<file path="src/rtl/tra_pkg.sv">
package tra_pkg;

  localparam int RING_MAX = 16;
  localparam int RING_IW  = 4;

  // Why the current grant is being withdrawn
  typedef enum logic [1:0] {
    DROP_NONE = 2'd0,
    DROP_GONE = 2'd1,
    DROP_TMO  = 2'd2,
    DROP_DONE = 2'd3
  } drop_e;

  // First set candidate strictly after position 'last', wrapping at 'width'.
  // Returns -1 when no candidate is set.
  function automatic int ring_next(input logic [RING_MAX-1:0] cand,
                                   input int last, input int width);
    int pos;
    ring_next = -1;
    for (int k = RING_MAX; k >= 1; k--) begin
      if (k <= width) begin
        pos = last + k;
        if (pos >= width) pos = pos - width;
        if (pos >= width) pos = pos - width;
        if (cand[pos[RING_IW-1:0]]) ring_next = pos;
      end
    end
  endfunction

endpackage

</file>
<file path="src/rtl/tra_rr_pick.sv">
module tra_rr_pick #(
  parameter int W  = 5,
  parameter int IW = 3
) (
  input  logic [W-1:0]  cand,
  input  logic [IW-1:0] last,
  output logic [IW-1:0] idx,
  output logic          valid
);
  import tra_pkg::*;

  int found;

  always_comb begin
    found = ring_next(RING_MAX'(cand), int'(last), W);
    valid = (found >= 0);
    idx   = valid ? IW'(found) : '0;
  end

endmodule

</file>
<file path="src/rtl/tra_watch.sv">
module tra_watch #(
  parameter int N   = 5,
  parameter int TMO = 16,
  parameter int IW  = 3
) (
  input  logic          clk,
  input  logic          rst_n,
  input  logic          grant_go,
  input  logic          waiting,
  input  logic [IW-1:0] own,
  input  logic [N-1:0]  clr,
  input  logic          err_en,
  output logic          fire,
  output logic [N-1:0]  sts,
  output logic          err
);
  localparam int CW = (TMO > 2) ? $clog2(TMO) : 1;

  logic [CW-1:0] cnt_q;
  logic [N-1:0]  set_vec;

  assign fire    = waiting && (cnt_q == CW'(TMO - 1));
  assign set_vec = fire ? (N'(1) << own) : '0;

  always_ff @(posedge clk or negedge rst_n) begin
    if (!rst_n) begin
      cnt_q <= '0;
      sts   <= '0;
      err   <= 1'b0;
    end else begin
      if (grant_go)               cnt_q <= '0;
      else if (waiting && !fire)  cnt_q <= cnt_q + 1'b1;
      sts <= (sts & ~clr) | set_vec;
      err <= fire && err_en;
    end
  end

endmodule

</file>
<file path="src/rtl/tier_rr_arbiter.sv">
module tier_rr_arbiter #(
  parameter int N           = 5,
  parameter int TIMEOUT_CYC = 16
) (
  input  logic         clk,
  input  logic         rst_n,
  input  logic [N-1:0] req_i,
  input  logic         frame_i,
  input  logic         bus_idle_i,
  input  logic [N-1:0] tier_hi_i,
  input  logic [N-1:0] mask_i,
  input  logic         promote_en_i,
  input  logic [N-1:0] retried_i,
  input  logic [N-1:0] tmo_clr_i,
  input  logic         tmo_err_en_i,
  output logic [N-1:0] gnt_o,
  output logic [N-1:0] tmo_sts_o,
  output logic         tmo_err_o
);
  import tra_pkg::*;

  localparam int IW     = $clog2(N + 1);
  localparam int HRING  = N + 1;

  logic [N-1:0]  gnt_q;
  logic [IW-1:0] own_q, ptr_h_q, ptr_l_q;
  logic          started_q;

  // Named internal events (observed by the checker)
  logic [N-1:0]  elig, hi_eff, lo_cand;
  logic [N:0]    cand_h;
  logic [IW-1:0] idx_h, idx_l, win_idx;
  logic          v_h, v_l, win_is_lo;
  logic          busy, owner_live, waiting, grant_go, start_evt, tmo_fire;
  drop_e         drop_cause;

  assign elig    = req_i & ~mask_i;
  assign hi_eff  = tier_hi_i | ({N{promote_en_i}} & retried_i);
  assign lo_cand = elig & ~hi_eff;
  assign cand_h  = {|lo_cand, elig & hi_eff};

  tra_rr_pick #(.W(HRING), .IW(IW)) pick_hi_i (
    .cand (cand_h),
    .last (ptr_h_q),
    .idx  (idx_h),
    .valid(v_h)
  );

  tra_rr_pick #(.W(N), .IW(IW)) pick_lo_i (
    .cand (lo_cand),
    .last (ptr_l_q),
    .idx  (idx_l),
    .valid(v_l)
  );

  assign win_is_lo  = v_h && (idx_h == IW'(N)) && v_l;
  assign win_idx    = win_is_lo ? idx_l : idx_h;

  assign busy       = |gnt_q;
  assign owner_live = |(gnt_q & elig);
  assign grant_go   = !busy && bus_idle_i && v_h;
  assign start_evt  = busy && !started_q && frame_i;
  assign waiting    = busy && !started_q && !frame_i && owner_live;

  tra_watch #(.N(N), .TMO(TIMEOUT_CYC), .IW(IW)) watch_i (
    .clk     (clk),
    .rst_n   (rst_n),
    .grant_go(grant_go),
    .waiting (waiting),
    .own     (own_q),
    .clr     (tmo_clr_i),
    .err_en  (tmo_err_en_i),
    .fire    (tmo_fire),
    .sts     (tmo_sts_o),
    .err     (tmo_err_o)
  );

  always_comb begin
    drop_cause = DROP_NONE;
    if (busy) begin
      if (!started_q && !frame_i && !owner_live)  drop_cause = DROP_GONE;
      else if (tmo_fire)                          drop_cause = DROP_TMO;
      else if (started_q && bus_idle_i && !frame_i) drop_cause = DROP_DONE;
    end
  end

  always_ff @(posedge clk or negedge rst_n) begin
    if (!rst_n) begin
      gnt_q     <= '0;
      own_q     <= '0;
      started_q <= 1'b0;
      ptr_h_q   <= IW'(N);
      ptr_l_q   <= IW'(N - 1);
    end else if (grant_go) begin
      gnt_q     <= N'(1) << win_idx;
      own_q     <= win_idx;
      started_q <= 1'b0;
      ptr_h_q   <= idx_h;
      if (win_is_lo) ptr_l_q <= idx_l;
    end else if (drop_cause != DROP_NONE) begin
      gnt_q     <= '0;
      started_q <= 1'b0;
    end else if (start_evt) begin
      started_q <= 1'b1;
    end
  end

  assign gnt_o = gnt_q;

endmodule

</file>
<file path="config.mk">
export PLATFORM = sky130hd
export DESIGN_NAME = tier_rr_arbiter
export DESIGN_NICKNAME = d
export VERILOG_FILES = /design/src/rtl/tra_pkg.sv /design/src/rtl/tra_rr_pick.sv /design/src/rtl/tra_watch.sv /design/src/rtl/tier_rr_arbiter.sv
export SDC_FILE = /design/constraint.sdc
export NUM_CORES = 1
export LEC_CHECK = 0
export ABC_AREA = 1
export BUFFER_PORTS_ARGS = -buffer_cell sky130_fd_sc_hd__buf_2
export CAP_MARGIN = 15
export CORE_ASPECT_RATIO = 1.2
export CORE_MARGIN = 2
export CORE_UTILIZATION = 45
export CTS_CLUSTER_DIAMETER = 60
export DETAILED_ROUTE_END_ITERATION = 12
export PLACE_DENSITY = 0.62
export SLEW_MARGIN = 5
export SYNTH_ARGS = -nofsm -noshare
export SYNTH_HDL_FRONTEND = slang
export SYNTH_HIERARCHICAL = 1
export SYNTH_SLANG_ARGS = --single-unit
</file>
<file path="constraint.sdc">
create_clock -name clk -period 10.4 [get_ports clk]
set_input_delay 2.08 -clock clk [delete_from_list [all_inputs] [get_ports clk]]
set_output_delay 2.08 -clock clk [all_outputs]
set_load 0.03 [all_outputs]
</file>
==> results by stage, run 1 <==
Status:
- The flow ran to the end, and the final reports show no timing, DRC or antenna violations.

Timing:
- The final setup skew is 4.58 ps.
- Setup violations remaining at the end of the flow were counted as 0.
- Setup total negative slack on the finished layout was measured at 0 ps.
- Measured against its own limit, the worst slew margin works out to 0.554.
- Derived from the worst setup path, the maximum achievable clock frequency is 173 MHz.
- The final worst-path cycle share is 0.555.
- Setup repair after global routing left no endpoint under its margin.
- The final count of pins violating max slew is 0.
- The count of endpoints failing hold in the final timing report is 0.
- The slew of the pin with the lowest slew margin is 662 ps.
- Subtracting the final worst setup slack from the clock period gives 5770 ps.

Setup path:
- At the worst endpoint, the arrival time is 5970 ps.
- The category of the worst setup path launch point is a flop.
- The critical path's slowest cell is sky130_fd_sc_hd__dfstp_2.
- The cell that appears most often on the critical path is sky130_fd_sc_hd__nand2_1.
- The end of the worst register-to-register path is gnt_o[2].
- The combined buffer and inverter count along the critical path is 5.
- Counting cells, the worst reg-to-reg path comes to 32.
- The startpoint identified for the worst register-to-register timing path is ptr_h_q[0].
- In this design, the stage delay of the slowest critical-path cell is 900 ps.
- In this run the worst path has a maximum fanout of 22.
- The cell family contributing the most delay on the critical path is simple AND/OR/NAND/NOR gates.
- The worst setup path is captured at a flop.
- The critical path start-end classification is flop to flop.
- The setup slack of the most critical reg-to-reg path is 4630 ps.
- The data required time of the worst path is 10600 ps.

Floorplan:
- The horizontal die dimension is 108 µm.
- In this run the core area contains 45 standard-cell rows.
- The starting utilization of the core area is 0.462.
- 42 I/O pins were placed.
- The die covers 13900 µm².
- The die span in y is 129 µm.
- The core area is 12700 µm².

Detailed routing:
- The count of nets left with antenna violations once routing finished came out at 0.
- Summing over every cut layer, the via total after detailed routing is 5800.
- The final wirelength is 14.5 mm.
- The count of TritonRoute iterations in the first routing pass is 6.
- For this block, the initial DRC count from the detailed router was 273.
- The average via count per standard cell is 5.01.
- The number of DRC violations after detailed routing is 0.
- The average routed wire per standard cell is 12.5 µm.

Hold path:
- For hold timing, the worst endpoint is watch_i/sts[3].
- The worst min-delay path category is flop to flop.
- The worst hold path begins at watch_i/sts[3].
- Along the worst hold path, the cell count comes to 2.

Logic synthesis:
- Counting flops with an async set or reset pin after synthesis yields a share of 1.00.
- Yosys attributes the largest share of cell area to sky130_fd_sc_hd__nand2_1 16%, sky130_fd_sc_hd__ha_1 15%, sky130_fd_sc_hd__nand3_1 10%, sky130_fd_sc_hd__dfrtp_1 9.4%, sky130_fd_sc_hd__inv_1 9.2%.
- Counting flops with a built-in enable in the synthesized netlist gives 0.
- Of all cell types, the one taking the most synthesized area is sky130_fd_sc_hd__nand2_1.
- The mean area per synthesized cell is 6.16 µm².
- The fraction of synthesized cell area taken by the top area cell type is 0.163.
- Yosys printed 6 warnings.
- The netlist uses 45 different library cells.
- Counting instances in the post-synthesis netlist gives the leading cell types as 254 x sky130_fd_sc_hd__nand2_1, 144 x sky130_fd_sc_hd__inv_1, 122 x sky130_fd_sc_hd__nand3_1.
- The register bit total from synthesis is 25.
- Yosys instantiated no cell more often than sky130_fd_sc_hd__nand2_1.
- Among all flip-flop cells after synthesis, the most frequent one is sky130_fd_sc_hd__dfrtp_1.
- For this run, the register share of the synthesized area comes to 0.107.
- The cell area after synthesis is 5860 µm².
- The instance count of the mapped netlist is 951.

GRT:
- The initial antenna violation count is 0.
- The overall fraction of global-route tracks in use is 0.215.
- In the global route stage, met2 resource usage came out at 0.383.
- The via count of the first global-routing pass is 5441.
- The pin count of the biggest net entering global routing is 26.
- The global-route wire length before repair is 24.7 mm.
- The layer with the highest usage is met2.
- The overall overflow remaining after global route is 0.
- The met3 usage in global routing is 0.00963.
- The fraction of met1 tracks used by global routing is 0.289.

Clock tree:
- The post-cts repair resize count is 0.
- The clock sink count is 25.
- At the later pin of the worst-skew pair, clock insertion delay measures 260 ps.
- The largest buffer count on any clock path is 2.
- The clock slew at the register clock pins of the worst setup and hold paths is 60 ps.
- The root buffer cell is sky130_fd_sc_hd__clkbuf_16.
- TritonCTS built the clock tree.
- Buffers inserted during clock tree synthesis total 3.
- The cts-stage hold buffer count is 0.
- In this run the number of H-tree levels came out at 1.
- The number of setup buffers added after CTS is 0.

Final layout:
- The share of cells above drive strength 1 is 0.191.
- Summing all flip-flop and latch instances after layout gives 629 µm².
- For this run, the post-layout net count is 1094.
- The total inserted antenna cells is 0.
- From synthesis to final layout, the design area changed by 7.63%.
- The fill cell total of the finished layout is 1347.
- The multi-input combinational cells in the finished layout cover a total of 4530 µm².

Flow run:
- The reported max-cap violation count is 0.

Place:
- The congestion estimate from routability-driven global placement came to 0.939.
- The final HPWL from detailed placement is 12.0 mm.
- During placement, the flow inserted port buffers numbering 41.
[per-stage QoR]
step,cells,hold slack [ps],cell area [µm²],setup WS (ps),util
3_5_place_dp,1153,528,6220,4640,0.491
2_1_floorplan,953,473,5860,5660,-
4_1_cts,1157,538,6300,4630,0.498
3_3_place_gp,1153,519,6220,4770,0.491
5_1_grt,1157,561,6300,4020,0.498
6_report,1157,534,6300,4630,0.498
[flip-flops by register name, summed over array words and instances (netlist names)]
signal,cells
ptr_l_q,3
watch_i/cnt_q,4
started_q,1
gnt_o,5
ptr_h_q,3
own_q,3
watch_i/sts,5
watch_i/err,1
[worst max-delay path by stage]
stage	start	to	slack [ps]	cells past startpoint
global placement	ptr_h_q[0]	gnt_o[2]	4770	34
finish	ptr_h_q[0]	gnt_o[2]	4630	32
global route	ptr_h_q[0]	gnt_o[4]	4020	30
CTS	ptr_h_q[0]	gnt_o[4]	4630	32
detailed placement	ptr_h_q[0]	gnt_o[4]	4640	32
floorplan	ptr_h_q[0]	gnt_o[1]	5660	35
[worst min-delay path: stages, from the launching register on]
cell and delay [ps]:
sky130_fd_sc_hd__dfrtp_1 370, sky130_fd_sc_hd__inv_1 50, sky130_fd_sc_hd__o22ai_1 70
[layout by cell type, fill, tap and decap left out, types with 4 or more instances in the layout]
master	netlist	routed
sky130_fd_sc_hd__a21o_1	4	4
sky130_fd_sc_hd__a21oi_1	18	18
sky130_fd_sc_hd__a21oi_4	7	7
sky130_fd_sc_hd__buf_2	1	41
sky130_fd_sc_hd__dfrtp_1	22	22
sky130_fd_sc_hd__ha_1	68	68
sky130_fd_sc_hd__inv_1	144	144
sky130_fd_sc_hd__inv_2	25	25
sky130_fd_sc_hd__nand2_1	254	254
sky130_fd_sc_hd__nand2_2	47	47
sky130_fd_sc_hd__nand2_4	6	6
sky130_fd_sc_hd__nand3_1	122	122
sky130_fd_sc_hd__nand3_2	12	12
sky130_fd_sc_hd__nand3_4	6	6
sky130_fd_sc_hd__nand3b_1	7	7
sky130_fd_sc_hd__nand4_1	10	10
sky130_fd_sc_hd__nor2_1	73	73
sky130_fd_sc_hd__nor2_2	7	7
sky130_fd_sc_hd__o21ai_0	22	22
sky130_fd_sc_hd__o21ai_1	14	14
sky130_fd_sc_hd__o21ai_2	14	14
sky130_fd_sc_hd__o22ai_1	5	5
sky130_fd_sc_hd__xnor2_1	11	11
sky130_fd_sc_hd__xor2_1	17	17
[kinds of logic after synthesis]
logic type	synth area share
DFF	0.107
other	0.000640
AOI/OAI and AO/OA	0.112
buffers and inverters	0.120
xor gates and xnor gates	0.0549
muxes	0.00534
and+or+nand+nor	0.451
adders and majority gates	0.149
[per-layer routing]
layer	vias to the layer above	part of all wire	wire length, µm
met3	17	0.036	523
met4	0	0.013	184
li1	3087	-	-
met2	122	0.48	7030
met1	2574	0.47	6770
met5	-	0	0
[final cells by class]
cell class,instances,area share
Sequential cell,25,0.0998
Inverter,171,0.102
Clock buffer,4,0.0125
Timing Repair Buffer,42,0.0337
Tap cell,164,0.0326
Multi-Input combinational cell,751,0.719
Power of run 1 is not shown: default switching activity piles up to over one toggle a cycle in this logic, so the estimate is an artifact.
==> run 2: changes to the inputs <==
- PLACE_DENSITY: 0.62 -> 0.65
- clock period: 10.4 -> 4.9 ns (I/O delays scaled with it)
==> run 2 against run 1 <==
Core utilization is 5.4 points higher. Fmax is 25% higher. Register-to-register slack worse by 4300 ps. First-iteration DRC count increased by 14%. Count of clock-buffer cells in the layout decreased by 1. Hold slack got worse by 7.4 ps. Flip-flop and latch count unchanged. Via count rose by 3.2%. Critical endpoint unchanged.
==> results by stage, run 2 (same netlist as run 1, synthesis figures left out) <==
Floorplan:
- For this design the top-level I/O count stands at 42.
- The die is 108 µm wide.
- The initial utilization of the core area, before any placement, comes to 0.462.
- The count of standard-cell rows is 45.
- The total die area is 13900 µm².
- The core area is 12700 µm².
- The die span in y is 129 µm.

Detailed routing:
- The via total after detailed routing is 5985.
- For this run, design rule violations remaining after detail routing come to 0.
- In the final routed layout, each cell accounts on average for 12.2 µm.
- The first routing iteration left 312 violations.
- The pre-antenna-repair detailed-routing pass consisted of 5 iterations.
- The final wirelength is 14.6 mm.
- In this run the remaining antenna-violating nets after routing total 0.
- The average via count per standard cell is 5.00.

Setup path:
- Counting stages on the worst path, the most repeated cell is sky130_fd_sc_hd__nand2_1.
- The data required time of the worst path is 5100 ps.
- The delay of the slowest critical-path stage is 610 ps.
- Along the worst path, the maximum fanout reaches 5.
- The critical path in this run is classified as flop to flop.
- The critical path's slowest cell is sky130_fd_sc_hd__dfstp_2.
- STA classifies the critical path startpoint as a flop.
- STA classifies the critical path endpoint as a flop.
- The setup slack of the most critical reg-to-reg path is 290 ps.
- STA puts the critical path data arrival time at 4810 ps.

Timing:
- The final setup violation count is 0.
- The final setup skew is 2.96 ps.
- The max-slew headroom at the worst pin is 0.534.
- The final count of pins violating max slew is 0.
- The final worst-path cycle share is 0.942.
- Subtracting the final worst setup slack from the clock period gives 4610 ps.
- For this run, the top clock speed supported by timing is 217 MHz.
- The aggregate negative setup slack is 0 ps.
- The count of endpoints failing hold in the final timing report is 0.
- The slew of the pin with the lowest slew margin is 692 ps.

Place:
- Port buffering added 41 buffers.
- The final HPWL from detailed placement is 11.6 mm.
- At the end of routability-driven placement, the weighted congestion stood at 0.906.

Final layout:
- The most common cell after layout, fill and taps aside is sky130_fd_sc_hd__nand2_1.
- The filler cells instantiated in the layout total 1315.
- Leaving out fill and tap cells, the most frequent cells in the layout are 242 x sky130_fd_sc_hd__nand2_1, 137 x sky130_fd_sc_hd__inv_1, 117 x sky130_fd_sc_hd__nand3_1.
- Of the cells placed in the final design, the portion with a size suffix greater than 1 is 0.283.
- The net count of the finished layout is 1133.
- Relative to the synthesized area, the layout overhead comes to 19.4%.
- The number of antenna diodes in the final layout is 0.

Status:
- The flow ran to the end, and the final reports show no timing, DRC or antenna violations.

GRT:
- The via count of the first global-routing pass was 5290.
- The pin count of the biggest net entering global routing is 26.
- The first global-routing pass estimated 24.0 mm of wire.
- The overall overflow remaining after global route is 0.
- The initial antenna violation count was 0.
- In the global route stage, overall resource usage came out at 0.206.

Clock tree:
- The clock slew at the register clock pins of the worst setup and hold paths is 60 ps.
- The cts-stage hold buffer count is 0.
- The number of clock buffers inserted by TritonCTS is 3.
- The clock tree from TritonCTS is yes.
- The H-tree depth is 1.
- Clock tree synthesis found a total of 25 sinks.
- The largest buffer count on any clock path is 2.
- The cell sitting at the root of the clock tree is a sky130_fd_sc_hd__clkbuf_16.
- The clock reaches the later pin of the worst-skew pair after 260 ps.

Flow run:
- The tool flagged a number of max-cap violations equal to 0.

Hold path:
- The worst min-delay path category is flop to flop.
-- run 2: changes by cell type in the layout (fill, tap and decap cells not counted), sizes merged --
cell,previous run,this run
buf,42,81
clkbuf,4,3
inv,170,169
clkinv,1,3
-- run 2: final timing paths --
| check | startpoint | to | cells past startpoint |
|---|---|---|---|
| setup / recovery | ptr_h_q[0] | gnt_o[2] | 31 |
| hold / removal | ptr_h_q[2] | ptr_h_q[2] | 2 |
| setup reg to reg | ptr_h_q[0] | gnt_o[2] | 31 |
| hold reg to reg | ptr_h_q[2] | ptr_h_q[2] | 2 |
| max in group asynchronous | rst_n | ptr_h_q[1] | 1 |
| min in group asynchronous | rst_n | own_q[0] | 1 |
-- run 2: what timing repair did --
item / 4_1_cts / 5_1_grt
setup endpoints to repair: 0 / 19
buffers inserted: 0 / 24
resized for setup: 0 / 92
-- run 2: metrics by stage --
step           instances  worst slack [ps]  area [µm²]  utilization  hold slack, ps
2_1_floorplan        953               157        5860            -             473
3_3_place_gp        1168               141        6340        0.500             513
3_5_place_dp        1168              50.9        6340        0.500             528
4_1_cts             1172              29.4        6420        0.507             528
5_1_grt             1196             -53.4        6990        0.552             543
6_report            1196               285        6990        0.552             527
-- run 2: worst max-delay path, delay by kind of cell, from the launching register on --
family	cells	cell delay [ps]
compound gates	1	110
xor+xnor	3	530
fa+ha+maj	5	1090
buf+inv	5	410
flops	1	610
simple gates	17	1790
-- run 2: layout make-up --
class | count | area, µm² | share of cell area
Sequential cell | 25 | 631 | 0.0902
Inverter | 171 | 654 | 0.0936
Clock buffer | 3 | 75.1 | 0.0107
Clock inverter | 1 | 5.00 | 0.000716
Tap cell | 164 | 205 | 0.0293
Timing Repair Buffer | 81 | 538 | 0.0769
Multi-Input combinational cell | 751 | 4880 | 0.699
-- run 2: layer usage --
layer | share of wire | track usage
met2 | 0.47 | 0.354
met3 | 0.042 | 0.0137
met5 | 0 | 0
met4 | 0.0094 | 0.0279
met1 | 0.48 | 0.291
Power of run 2 is left out for the same reason.
